<file path="src/rtl/spi_sck_pkg.sv">
package spi_sck_pkg;

   localparam int NUM_DLY   = 3;
   localparam int DLY_LEAD  = 0;
   localparam int DLY_TRAIL = 1;
   localparam int DLY_GAP   = 2;
   localparam int PRE_W     = 2;
   localparam int SCL_W     = 4;
   localparam int NBITS_W   = 6;

   // attribute word field positions (decoded by the register block as well)
   localparam int POS_SIZE      = 27;
   localparam int POS_CPOL      = 26;
   localparam int POS_CPHA      = 25;
   localparam int POS_LEAD_PRE  = 22;
   localparam int POS_TRAIL_PRE = 20;
   localparam int POS_GAP_PRE   = 18;
   localparam int POS_BAUD_PRE  = 16;
   localparam int POS_LEAD_SCL  = 12;
   localparam int POS_TRAIL_SCL = 8;
   localparam int POS_GAP_SCL   = 4;
   localparam int POS_BAUD_SCL  = 0;

   typedef enum logic [2:0] {
      ST_IDLE  = 3'd0,
      ST_LEAD  = 3'd1,
      ST_DATA  = 3'd2,
      ST_TRAIL = 3'd3,
      ST_GAP   = 3'd4
   } phase_e;

   typedef struct packed {
      logic                               cpol;
      logic                               cpha;
      logic [NBITS_W-1:0]                 nbits;
      logic [PRE_W-1:0]                   baud_pre;
      logic [SCL_W-1:0]                   baud_scl;
      logic [NUM_DLY-1:0][PRE_W-1:0]      dly_pre;
      logic [NUM_DLY-1:0][SCL_W-1:0]      dly_scl;
   } cfg_t;

endpackage

</file>
<file path="src/rtl/spi_sck_cfg.sv">
module spi_sck_cfg
   import spi_sck_pkg::*;
(
   input  logic        clk,
   input  logic        rst_n,
   input  logic        load_i,
   input  logic [31:0] attr_i,
   input  logic        ext_i,
   output cfg_t        cfg_o
);

   cfg_t cfg_d;
   cfg_t cfg_q;
   logic unused_attr_bits;

   assign unused_attr_bits = ^{attr_i[31], attr_i[24]};

   always_comb begin
      cfg_d                    = '0;
      cfg_d.cpol               = attr_i[POS_CPOL];
      cfg_d.cpha               = attr_i[POS_CPHA];
      cfg_d.nbits              = {1'b0, ext_i, attr_i[POS_SIZE +: 4]} + NBITS_W'(1);
      cfg_d.baud_pre           = attr_i[POS_BAUD_PRE +: PRE_W];
      cfg_d.baud_scl           = attr_i[POS_BAUD_SCL +: SCL_W];
      cfg_d.dly_pre[DLY_LEAD]  = attr_i[POS_LEAD_PRE +: PRE_W];
      cfg_d.dly_scl[DLY_LEAD]  = attr_i[POS_LEAD_SCL +: SCL_W];
      cfg_d.dly_pre[DLY_TRAIL] = attr_i[POS_TRAIL_PRE +: PRE_W];
      cfg_d.dly_scl[DLY_TRAIL] = attr_i[POS_TRAIL_SCL +: SCL_W];
      cfg_d.dly_pre[DLY_GAP]   = attr_i[POS_GAP_PRE +: PRE_W];
      cfg_d.dly_scl[DLY_GAP]   = attr_i[POS_GAP_SCL +: SCL_W];
   end

   always_ff @(posedge clk or negedge rst_n) begin
      if (!rst_n)      cfg_q <= '0;
      else if (load_i) cfg_q <= cfg_d;
   end

   assign cfg_o = cfg_q;

endmodule

</file>
<file path="src/rtl/spi_sck_len.sv">
module spi_sck_len
   import spi_sck_pkg::*;
#(
   parameter int DLY_W  = 20,
   parameter int BAUD_W = 18
) (
   input  cfg_t                              cfg_i,
   output logic [NUM_DLY-1:0][DLY_W-1:0]     dly_len_o,
   output logic [BAUD_W-1:0]                 period_o,
   output logic [BAUD_W-1:0]                 half_o
);

   function automatic logic [DLY_W-1:0] dly_calc(logic [PRE_W-1:0] pre, logic [SCL_W-1:0] scl);
      logic [DLY_W-1:0] odd;
      odd = {{(DLY_W-PRE_W-1){1'b0}}, pre, 1'b1};
      return odd << ({1'b0, scl} + 5'd1);
   endfunction

   function automatic logic [BAUD_W-1:0] baud_calc(logic [PRE_W-1:0] pre, logic [SCL_W-1:0] scl);
      logic [BAUD_W-1:0] p;
      logic [BAUD_W-1:0] s;
      case (pre)
         2'd0:    p = BAUD_W'(2);
         2'd1:    p = BAUD_W'(3);
         2'd2:    p = BAUD_W'(5);
         default: p = BAUD_W'(7);
      endcase
      if (scl < 4'd4) s = BAUD_W'({scl, 1'b0}) + BAUD_W'(2);
      else            s = BAUD_W'(1) << scl;
      return p * s;
   endfunction

   for (genvar g = 0; g < NUM_DLY; g++) begin : g_dly
      assign dly_len_o[g] = dly_calc(cfg_i.dly_pre[g], cfg_i.dly_scl[g]);
   end

   assign period_o = baud_calc(cfg_i.baud_pre, cfg_i.baud_scl);
   assign half_o   = period_o >> 1;

endmodule

</file>
<file path="src/rtl/spi_sck_bitclk.sv">
module spi_sck_bitclk #(
   parameter int BAUD_W = 18,
   parameter int BITS_W = 6
) (
   input  logic              clk,
   input  logic              rst_n,
   input  logic              en_i,
   input  logic [BAUD_W-1:0] period_i,
   input  logic [BAUD_W-1:0] half_i,
   input  logic [BITS_W-1:0] nbits_i,
   output logic              act_o,
   output logic              lead_edge_o,
   output logic              trail_edge_o,
   output logic              last_o
);

   logic [BAUD_W-1:0] ph_q;
   logic [BITS_W-1:0] bit_q;
   logic              ph_wrap;

   assign ph_wrap = (ph_q == period_i - BAUD_W'(1));

   always_ff @(posedge clk or negedge rst_n) begin
      if (!rst_n) begin
         ph_q  <= '0;
         bit_q <= '0;
      end else if (!en_i) begin
         ph_q  <= '0;
         bit_q <= '0;
      end else if (ph_wrap) begin
         ph_q  <= '0;
         bit_q <= bit_q + BITS_W'(1);
      end else begin
         ph_q  <= ph_q + BAUD_W'(1);
      end
   end

   assign act_o        = en_i && (ph_q < half_i);
   assign lead_edge_o  = en_i && (ph_q == '0);
   assign trail_edge_o = en_i && (ph_q == half_i);
   assign last_o       = en_i && ph_wrap && (bit_q == nbits_i - BITS_W'(1));

endmodule

</file>
<file path="src/rtl/spi_sck_seq.sv">
module spi_sck_seq
   import spi_sck_pkg::*;
#(
   parameter int DLY_W = 20
) (
   input  logic                          clk,
   input  logic                          rst_n,
   input  logic                          start_i,
   input  logic                          last_i,
   input  logic [NUM_DLY-1:0][DLY_W-1:0] dly_len_i,
   output phase_e                        state_o,
   output logic                          done_o
);

   phase_e           state_q;
   logic [DLY_W-1:0] dcnt_q;
   logic [DLY_W-1:0] cur_len;
   logic             dly_end;
   logic             done_q;

   always_comb begin
      case (state_q)
         ST_LEAD:  cur_len = dly_len_i[DLY_LEAD];
         ST_TRAIL: cur_len = dly_len_i[DLY_TRAIL];
         default:  cur_len = dly_len_i[DLY_GAP];
      endcase
   end

   assign dly_end = (dcnt_q == cur_len - DLY_W'(1));

   always_ff @(posedge clk or negedge rst_n) begin
      if (!rst_n) begin
         state_q <= ST_IDLE;
         dcnt_q  <= '0;
         done_q  <= 1'b0;
      end else begin
         done_q <= 1'b0;
         case (state_q)
            ST_IDLE: begin
               if (start_i) begin
                  state_q <= ST_LEAD;
                  dcnt_q  <= '0;
               end
            end
            ST_LEAD: begin
               if (dly_end) begin
                  state_q <= ST_DATA;
                  dcnt_q  <= '0;
               end else dcnt_q <= dcnt_q + DLY_W'(1);
            end
            ST_DATA: begin
               if (last_i) state_q <= ST_TRAIL;
            end
            ST_TRAIL: begin
               if (dly_end) begin
                  state_q <= ST_GAP;
                  dcnt_q  <= '0;
               end else dcnt_q <= dcnt_q + DLY_W'(1);
            end
            ST_GAP: begin
               if (dly_end) begin
                  state_q <= ST_IDLE;
                  dcnt_q  <= '0;
                  done_q  <= 1'b1;
               end else dcnt_q <= dcnt_q + DLY_W'(1);
            end
            default: state_q <= ST_IDLE;
         endcase
      end
   end

   assign state_o = state_q;
   assign done_o  = done_q;

endmodule

</file>
<file path="src/rtl/spi_sck_timer.sv">
module spi_sck_timer
   import spi_sck_pkg::*;
#(
   parameter int DLY_W  = 20,
   parameter int BAUD_W = 18
) (
   input  logic        clk,
   input  logic        rst_n,
   input  logic        start_i,
   input  logic [31:0] attr_i,
   input  logic        size_ext_i,
   output logic        sck_o,
   output logic        cs_active_o,
   output logic        sample_o,
   output logic        shift_o,
   output logic        done_o
);

   localparam int MIN_DLY_W  = 19;   // 7 * 2^16 needs 19 bits
   localparam int MIN_BAUD_W = 18;   // 7 * 2^15 needs 18 bits

   if (DLY_W < MIN_DLY_W) begin : g_bad_dly
      $error("spi_sck_timer: DLY_W too small for largest delay");
   end
   if (BAUD_W < MIN_BAUD_W) begin : g_bad_baud
      $error("spi_sck_timer: BAUD_W too small for largest bit period");
   end

   cfg_t                          cfg_q;
   phase_e                        state_q;
   logic [NUM_DLY-1:0][DLY_W-1:0] dly_len;
   logic [BAUD_W-1:0]             period;
   logic [BAUD_W-1:0]             half;
   logic                          act;
   logic                          lead_edge;
   logic                          trail_edge;
   logic                          last_bit;

   spi_sck_cfg u_cfg (
      .clk    (clk),
      .rst_n  (rst_n),
      .load_i (start_i && (state_q == ST_IDLE)),
      .attr_i (attr_i),
      .ext_i  (size_ext_i),
      .cfg_o  (cfg_q)
   );

   spi_sck_len #(.DLY_W(DLY_W), .BAUD_W(BAUD_W)) u_len (
      .cfg_i     (cfg_q),
      .dly_len_o (dly_len),
      .period_o  (period),
      .half_o    (half)
   );

   spi_sck_bitclk #(.BAUD_W(BAUD_W), .BITS_W(NBITS_W)) u_bitclk (
      .clk          (clk),
      .rst_n        (rst_n),
      .en_i         (state_q == ST_DATA),
      .period_i     (period),
      .half_i       (half),
      .nbits_i      (cfg_q.nbits),
      .act_o        (act),
      .lead_edge_o  (lead_edge),
      .trail_edge_o (trail_edge),
      .last_o       (last_bit)
   );

   spi_sck_seq #(.DLY_W(DLY_W)) u_seq (
      .clk       (clk),
      .rst_n     (rst_n),
      .start_i   (start_i),
      .last_i    (last_bit),
      .dly_len_i (dly_len),
      .state_o   (state_q),
      .done_o    (done_o)
   );

   assign sck_o       = cfg_q.cpol ^ act;
   assign sample_o    = cfg_q.cpha ? trail_edge : lead_edge;
   assign shift_o     = cfg_q.cpha ? lead_edge  : trail_edge;
   assign cs_active_o = (state_q == ST_LEAD) || (state_q == ST_DATA) || (state_q == ST_TRAIL);

endmodule

</file>
<file path="config.mk">
export PLATFORM = sky130hd
export DESIGN_NAME = spi_sck_timer
export DESIGN_NICKNAME = d
export VERILOG_FILES = /design/src/rtl/spi_sck_pkg.sv /design/src/rtl/spi_sck_cfg.sv /design/src/rtl/spi_sck_len.sv /design/src/rtl/spi_sck_bitclk.sv /design/src/rtl/spi_sck_seq.sv /design/src/rtl/spi_sck_timer.sv
export SDC_FILE = /design/constraint.sdc
export NUM_CORES = 1
export LEC_CHECK = 0
export BUFFER_PORTS_ARGS = -buffer_cell sky130_fd_sc_hd__buf_2
export CORE_ASPECT_RATIO = 0.9
export CORE_UTILIZATION = 33
export DETAILED_ROUTE_END_ITERATION = 7
export GPL_TIMING_DRIVEN = 0
export SETUP_SLACK_MARGIN = 0.4
export SKIP_CTS_REPAIR_TIMING = 1
export SYNTH_ARGS = -nofsm -noshare
export SYNTH_HDL_FRONTEND = slang
export SYNTH_SLANG_ARGS = --single-unit
</file>
<file path="constraint.sdc">
create_clock -name clk -period 14.3 [get_ports clk]
set_clock_uncertainty 0.15 [all_clocks]
set_input_delay 2.86 -clock clk [delete_from_list [all_inputs] [get_ports clk]]
set_output_delay 2.86 -clock clk [all_outputs]
set_load 0.02 [all_outputs]
</file>
==> impl_metrics.yaml, run 1 <==
synthesis:
  synth_compound_area_frac: 0.182
  synthMuxAreaShare: 0.0190
  ys_async_sr_fraction: 1.00
  syn_area_per_cell_um2: 8.00
  synth_edf_count: 0
  synth_top_family_by_area: "simple AND/OR/NAND/NOR gates"
  synth_area_mm2: 0.00870
  synth_fa_ha_area_frac: 0.112
  syn_inst: 1088
  ys.warnings.count: 0
  synth_seq_area_share: 0.230
  synthXorXnorAreaFrac: 0.106
  synth-seq-cells: 80
  synth.distinct_cells: 98
  synthFlopType: "dfrtp_1"
  yosys.area_share.simple: 0.305
floorplanning:
  std_cell_rows: 56
  fp.dieH_um: 156
  die_area_mm2: 0.0270
  pin_count: 41
  initial_core_util: 0.335
  die_width_um: 173
  coreArea_mm2: 0.0260
critical_path:
  crit_required_ns: 11.29
  crit_top_cell: "nor2_1"
  cp-start-kind: "flip-flop"
  crit_path_end_kind: "output port"
  slowest_stage: "a311oi_1"
  r2r-start: "u_cfg.cfg_o[23]"
  path_class: "flip-flop to output port"
  critical_path.cell_chain: "clkbuf_1, inv_1, nor2_1, nor2_1, fa_1, inv_1, fa_1, nor2b_1, o21ai_1, a211oi_1, nor2_1, a311oi_1, ha_1, a21o_1, a2111oi_0, o21ai_0, xnor2_1, buf_2"
  path_max_fanout: 10
  cp.arrival_ns: 6.41
  cpPeakStageDelay_ns: 0.77
  path_delay_family: "compound AO/OA/AOI/OAI gates"
  crit_path_start: "u_cfg.cfg_o[23]"
  critPathBufInv: 4
timing:
  relSlewSlack: 0.375
  setup_slack_ns: 4.88
  final-max-slew-violation-count: 0
  setup-tns-final_ns: 0
  max_freq_mhz: 106
  period_share: 0.659
  final_hold_viol_count: 0
  rsz0062_at_grt: "false"
  worst_slew_pin_slew_ns: 0.927
  finalSetupViolCount: 0
  fin_crit_ns: 9.42
global_route:
  grtUsageTotal: 0.179
  gr-total-overflow: 0
  antenna_found_initial: 0
  grt_max_degree: 48
  grt_pass1_vias: 7536
  grt_pass1_wl_um: 39100
pwr:
  p_leak_nw: 4.21
  switchingPower_w: 0.000872
  swShare: 0.507
  power_frac_comb: 0.677
  cellPowerDensity_mw_per_mm2: 178
  seq_power_share: 0.189
  p_int_w: 0.000849
  p_clk_frac: 0.134
  vdd_drop_max_uv: 73.7
routing:
  routed-wl-met3_um: 1030
  wl_met2_um: 9650
  wl_met1_um: 12500
  vias_per_cell: 5.32
  wire_per_inst_um: 15.7
  drtAntennaViolNets: 0
  drt_wl_total_um: 23500
  initialDrtViolationCount: 539
  routed.top_layer: "met4"
  dr.pass1.iters: 5
  vias: 7939
  drc_errors: 0
layout:
  drive_gt1_frac: 0.115
  final_cell_mix: "nand2_1 (146), nor2_1 (123), dfrtp_1 (80)"
  finish.utilization: 0.371
  diodes: 0
  area_growth_pct: 10.9
  final_common_cell: "nand2_1"
  fin_area_mm2: 0.00965
  fin_nets: 1244
  num-fill-cells: 2740
place:
  io_buffers: 38
  place_congestion: 0.937
  pre_cts_ws_ns: 5.28
  place_hpwl_um: 19000
  dpl-instance-area_mm2: 0.00936
clock_network:
  numCtsBuffers: 9
  cts_sinks: 80
  clk_latency_ns: 0.35
  cts-root-buf: "clkbuf_16"
  cts.htree.levels: 3
  path_clk_slew_ns: 0.07
  cts_tree: "done"
  cts_buffer_depth: 2
outcome:
  outcome: "completed"
hold_path:
  hold_start: "u_cfg.cfg_o[31]"
  hold_class: "flip-flop to flip-flop"
flow_run:
  drv_cap: 0
==> per-stage QoR <==
stage | power, W | cells | hold slack, ns
5_1_grt | 0.00188 | 1492 | 0.420
3_5_place_dp | 0.00147 | 1476 | 0.335
6_report | 0.00172 | 1492 | 0.359
3_3_place_gp | 0.00146 | 1475 | 0.334
2_1_floorplan | 0.00122 | 1089 | 0.317
4_1_cts | 0.00171 | 1492 | 0.358
==> flip-flops by register name (all words and copies together) (netlist names) <==
| signal | flops |
|---|---|
| u_cfg.cfg_o | 32 |
| u_bitclk.bit_q | 6 |
| u_seq.dcnt_q | 20 |
| u_seq.done_o | 1 |
| u_bitclk.ph_q | 18 |
| u_seq.state_o | 3 |
==> worst min-delay path: stages (launching register included) <==
cell,delay [ns]
dfrtp_1,0.37
nand2_1,0.05
nand2_1,0.06
==> synthesized netlist by cell type (24+ instances only) <==
library cell  number  area share
ha_1              54       0.078
and2_1            24       0.017
a21oi_1           33       0.019
nand2_1          146       0.063
xnor2_1           54       0.054
xor2_1            43       0.043
inv_1             46       0.020
clkbuf_1          26       0.011
o21ai_0           41       0.024
dfrtp_1           80        0.23
nor2_1           123       0.053
nand3_1           38       0.022
==> area by class of cell <==
cell class	count	area, µm²	area share
Multi-Input combinational cell	919	6310	0.654
Timing Repair Buffer	39	220	0.0228
Clock buffer	10	239	0.0248
Sequential cell	80	2000	0.207
Tap cell	348	435	0.0451
Buffer	44	218	0.0226
Clock inverter	6	50.0	0.00519
Inverter	46	173	0.0179
==> worst paths after layout <==
check | cells after the start | endpoint | slack (ns)
setup / recovery | 18 | sck_o | 4.88
hold / removal | 2 | u_cfg.cfg_o[31] | 0.36
setup reg to reg | 20 | u_bitclk.ph_q[0] | 7.95
hold reg to reg | 2 | u_cfg.cfg_o[31] | 0.36
max in group asynchronous | 2 | u_bitclk.bit_q[4] | 11.09
min in group asynchronous | 1 | u_seq.dcnt_q[18] | 2.31
==> power groups by stage <==
stage / sequential [W] / combinational, W / clock, W
after floorplan: 0.000312 / 0.000912 / 0
after global placement: 0.000327 / 0.00113 / 0
after detailed placement: 0.000327 / 0.00115 / 0
after CTS: 0.000324 / 0.00115 / 0.000236
after global routing: 0.000332 / 0.00131 / 0.000245
final: 0.000325 / 0.00116 / 0.000231
==> logic make-up after synthesis <==
family	count (synthesis)
adders and majority gates	69
muxes	16
other	2
AOI/OAI and AO/OA	213
buffers and inverters	90
DFF	80
and+or+nand+nor	517
xor gates and xnor gates	101
==> layer usage <==
metal | up-vias | global-route usage
li1 | 3983 | -
met1 | 3759 | 0.268
met2 | 174 | 0.265
met3 | 23 | 0.0295
met4 | 0 | 0.0413
met5 | - | 0
(Power assumes the default switching activity.)
==> run 2, diff against run 1 <==
Clock period 14.3 ns to 7.9 ns, I/O delays scaled along.
==> impl_metrics.yaml, run 2 (same netlist as run 1, synthesis figures left out) <==
outcome:
  outcome: "finished with violations"
  violations: "DRC"
layout:
  final_cells: 1497
  largest_reg_flops: 32
  fin_nets: 1249
  drive_gt1_frac: 0.131
  area_growth_pct: 12.2
  final_common_cell: "nand2_1"
  diodes: 0
  final_cell_mix: "nand2_1 (146), nor2_1 (121), dfrtp_1 (80)"
  num-fill-cells: 2728
timing:
  max_freq_mhz: 141
  fin_crit_ns: 7.10
  period_share: 0.899
  final-max-slew-violation-count: 0
  setup-tns-final_ns: 0
  worst_slew_pin_slew_ns: 0.934
  finalSetupViolCount: 0
  final_hold_viol_count: 0
  hold_slack_ns: 0.386
  relSlewSlack: 0.371
  setup_slack_ns: 0.795
  rsz0062_at_grt: "false"
clock_network:
  cts_tree: "done"
  cts.htree.levels: 3
  numCtsBuffers: 9
  cts_sinks: 80
  cts-root-buf: "clkbuf_16"
  cts_buffer_depth: 2
  clk_latency_ns: 0.35
  path_clk_slew_ns: 0.07
routing:
  vias: 7971
  wire_per_inst_um: 15.8
  drt_wl_total_um: 23600
  drtAntennaViolNets: 0
  initialDrtViolationCount: 486
  drc_errors: 3
  vias_per_cell: 5.32
  wl_met2_um: 9770
  routed.top_layer: "met4"
  dr.pass1.iters: 8
  routed-wl-met3_um: 1150
  wl_met1_um: 12400
hold_path:
  hold_class: "flip-flop to flip-flop"
critical_path:
  crit_path_end_kind: "output port"
  critical_path.cell_chain: "clkbuf_2, inv_1, nor2_4, nor2_1, and2_1, fa_1, ha_1, o21a_1, o31ai_1, a211oi_2, buf_4, buf_4, o21a_1, or2_2, ha_1, and4_1, a221oi_1, o21ai_1, xnor2_2, buf_2"
  path_max_fanout: 10
  path_class: "flip-flop to output port"
  reg2reg_slack_ns: 1.87
  crit_required_ns: 6.17
  cpPeakStageDelay_ns: 0.46
  slowest_stage: "fa_1"
  critPathBufInv: 5
  cp.arrival_ns: 5.37
  path_delay_family: "compound AO/OA/AOI/OAI gates"
  cp-start-kind: "flip-flop"
place:
  place_congestion: 0.937
  io_buffers: 38
  pre_cts_ws_ns: 0.163
  placedCellCount: 1476
  place_hpwl_um: 19000
global_route:
  grtUsageTotal: 0.179
  grt_pass1_vias: 7536
  antenna_found_initial: 0
  grt_max_degree: 48
  grt_pass1_wl_um: 39100
  gr-total-overflow: 0
pwr:
  total_power_w: 0.00314
  vdd_drop_max_uv: 133
  cellPowerDensity_mw_per_mm2: 322
  p_leak_nw: 4.27
floorplanning:
  std_cell_rows: 56
  pin_count: 41
  coreArea_mm2: 0.0260
  die_width_um: 173
  fp.dieH_um: 156
  die_area_mm2: 0.0270
  initial_core_util: 0.335
flow_run:
  drv_cap: 0
[run 2: per-stage QoR]
stage | util | area (µm²)
after detailed placement | 0.360 | 9360
after floorplan | - | 8710
after global routing | 0.376 | 9760
after global placement | 0.359 | 9330
final | 0.376 | 9760
after CTS | 0.371 | 9650
[run 2: worst paths after layout]
| path | endpoint | startpoint | cells after the start |
|---|---|---|---|
| max | sck_o | u_cfg.cfg_o[23] | 20 |
| min | u_cfg.cfg_o[29] | u_cfg.cfg_o[29] | 1 |
| max reg2reg | u_bitclk.ph_q[0] | u_cfg.cfg_o[20] | 23 |
| min reg2reg | u_cfg.cfg_o[29] | u_cfg.cfg_o[29] | 1 |
| max in group asynchronous | u_bitclk.bit_q[4] | rst_n | 2 |
| min in group asynchronous | u_seq.dcnt_q[18] | rst_n | 1 |
[run 2: cell type report]
type,count,area [µm²],share of cell area
Multi-Input combinational cell,919,6380,0.654
Sequential cell,80,2000,0.205
Tap cell,348,435,0.0446
Timing Repair Buffer,44,258,0.0264
Clock buffer,10,239,0.0245
Buffer,44,221,0.0227
Inverter,46,173,0.0177
Clock inverter,6,50.0,0.00513
[run 2: power by group]
| group | internal [W] | total [W] | leakage, nW | switching, W |
|---|---|---|---|---|
| registers | 0.000488 | 0.000589 | 1.05 | 0.000101 |
| clock network | 0.000226 | 0.000419 | 0.141 | 0.000192 |
| logic | 0.000839 | 0.00213 | 3.08 | 0.00129 |
| total | 0.00155 | 0.00314 | 4.27 | 0.00159 |
[run 2: metal layers]
metal | global-route usage | up-vias
met5 | 0 | -
met4 | 0.0413 | 0
met3 | 0.0295 | 20
met2 | 0.265 | 191
met1 | 0.268 | 3770
li1 | - | 3990
==> run 3, diff against run 2 <==
Settings changed: CORE_MARGIN from default to 4.
==> impl_metrics.yaml, run 3 (same netlist as run 1, synthesis figures left out) <==
floorplanning:
  fp.dieH_um: 162
  pin_count: 41
  std_cell_rows: 56
  die_width_um: 179
  die_area_mm2: 0.0290
  coreArea_mm2: 0.0260
  initial_core_util: 0.335
routing:
  wire_per_inst_um: 15.9
  dr.pass1.iters: 5
  drtAntennaViolNets: 0
  drc_errors: 0
  initialDrtViolationCount: 658
  drt_wl_total_um: 23800
  vias: 7910
  vias_per_cell: 5.29
layout:
  drive_gt1_frac: 0.127
  final_cells: 1494
  finish.utilization: 0.374
  diodes: 0
  final_common_cell: "nand2_1"
  multiInputGateArea_mm2: 0.00637
  largest_reg_flops: 32
  fin_nets: 1246
  seqCellArea_mm2: 0.00200
  area_growth_pct: 11.8
  final_cell_mix: "nand2_1 (146), nor2_1 (120), dfrtp_1 (80)"
  num-fill-cells: 2659
timing:
  final-max-slew-violation-count: 0
  rsz0062_at_grt: "false"
  period_share: 0.908
  finalSetupViolCount: 0
  final_hold_viol_count: 0
  max_freq_mhz: 139
  setup_slack_ns: 0.725
  hold_slack_ns: 0.358
  fin_crit_ns: 7.17
  worst_slew_pin_slew_ns: 0.861
  relSlewSlack: 0.420
global_route:
  grt_max_degree: 47
  grt_pass1_vias: 7449
  grt_pass1_wl_um: 38700
  gr-total-overflow: 0
  grtUsageTotal: 0.164
  antenna_found_initial: 1
critical_path:
  path_max_fanout: 9
  crit_path_end_kind: "output port"
  slowest_stage: "fa_1"
  cpPeakStageDelay_ns: 0.54
  critical_path.cell_chain: "clkbuf_2, inv_1, ha_1, nand2_1, o21ai_0, nand2b_1, nor2_1, fa_1, inv_1, fa_1, nor2b_2, o21ai_1, a211oi_2, nor2_2, a311oi_4, ha_1, a21o_1, a2111oi_0, o21ai_1, xnor2_1, buf_2"
  crit_required_ns: 6.17
  cp.arrival_ns: 5.44
  path_class: "flip-flop to output port"
  cp-start-kind: "flip-flop"
pwr:
  p_leak_nw: 4.25
  cellPowerDensity_mw_per_mm2: 322
  vdd_drop_max_uv: 118
place:
  place_hpwl_um: 19100
  io_buffers: 38
  place_congestion: 0.915
  pre_cts_ws_ns: 0.277
  placedCellCount: 1476
hold_path:
  hold_class: "flip-flop to flip-flop"
clock_network:
  path_clk_slew_ns: 0.07
  clk_latency_ns: 0.35
  cts-root-buf: "clkbuf_16"
  numCtsBuffers: 9
  cts_buffer_depth: 2
  cts_tree: "done"
  cts_sinks: 80
  cts.htree.levels: 3
outcome:
  outcome: "completed"
flow_run:
  drv_cap: 0
run 3: final timing paths:
path / endpoint / slack, ns / depth (start not counted) / start
max: sck_o / 0.73 / 21 / u_cfg.cfg_o[20]
min: u_cfg.cfg_o[31] / 0.36 / 2 / u_cfg.cfg_o[31]
max reg2reg: u_bitclk.ph_q[9] / 1.90 / 23 / u_cfg.cfg_o[20]
min reg2reg: u_cfg.cfg_o[31] / 0.36 / 2 / u_cfg.cfg_o[31]
max in group asynchronous: u_bitclk.ph_q[7] / 5.97 / 2 / rst_n
min in group asynchronous: u_seq.dcnt_q[17] / 1.03 / 1 / rst_n
run 3: layout make-up:
| cell class | count | share of cell area |
|---|---|---|
| inverter | 46 | 0.0177 |
| timing repair buffer | 41 | 0.0242 |
| buffer | 44 | 0.0226 |
| tap | 348 | 0.0448 |
| clock inverter | 6 | 0.00514 |
| clock buffer | 10 | 0.0246 |
| multi-input combinational | 919 | 0.655 |
| sequential | 80 | 0.206 |
run 3: report_power, final:
part / total, W / switching (W) / leakage [nW] / internal, W
Clock: 0.000414 / 0.000188 / 0.142 / 0.000227
Combinational: 0.00213 / 0.00130 / 3.06 / 0.000831
Sequential: 0.000588 / 0.0000998 / 1.05 / 0.000489
run 3: through the flow:
step | TNS (ns) | power (W) | cell area [µm²]
final | 0 | 0.00314 | 9730
after CTS | -0.159 | 0.00310 | 9650
after global routing | 0 | 0.00341 | 9730
after detailed placement | 0 | 0.00266 | 9360
after floorplan | 0 | 0.00221 | 8710
after global placement | 0 | 0.00264 | 9330
run 3: layer usage:
layer	global-route usage	wire length, µm	part of all wire
met1	0.256	12400	0.52
met2	0.236	9830	0.41
met3	0.0305	1190	0.050
met4	0.0350	346	0.015
met5	0	13	0.00055
run 3: worst max-delay path, delay by kind of cell (launching register included):
| family | cells | cell delay [ns] |
|---|---|---|
| and+or+nand+nor | 5 | 0.57 |
| xor gates and xnor gates | 1 | 0.20 |
| adders and majority gates | 4 | 1.57 |
| buffers and inverters | 4 | 0.56 |
| AOI/OAI and AO/OA | 7 | 1.85 |
| DFF | 1 | 0.35 |
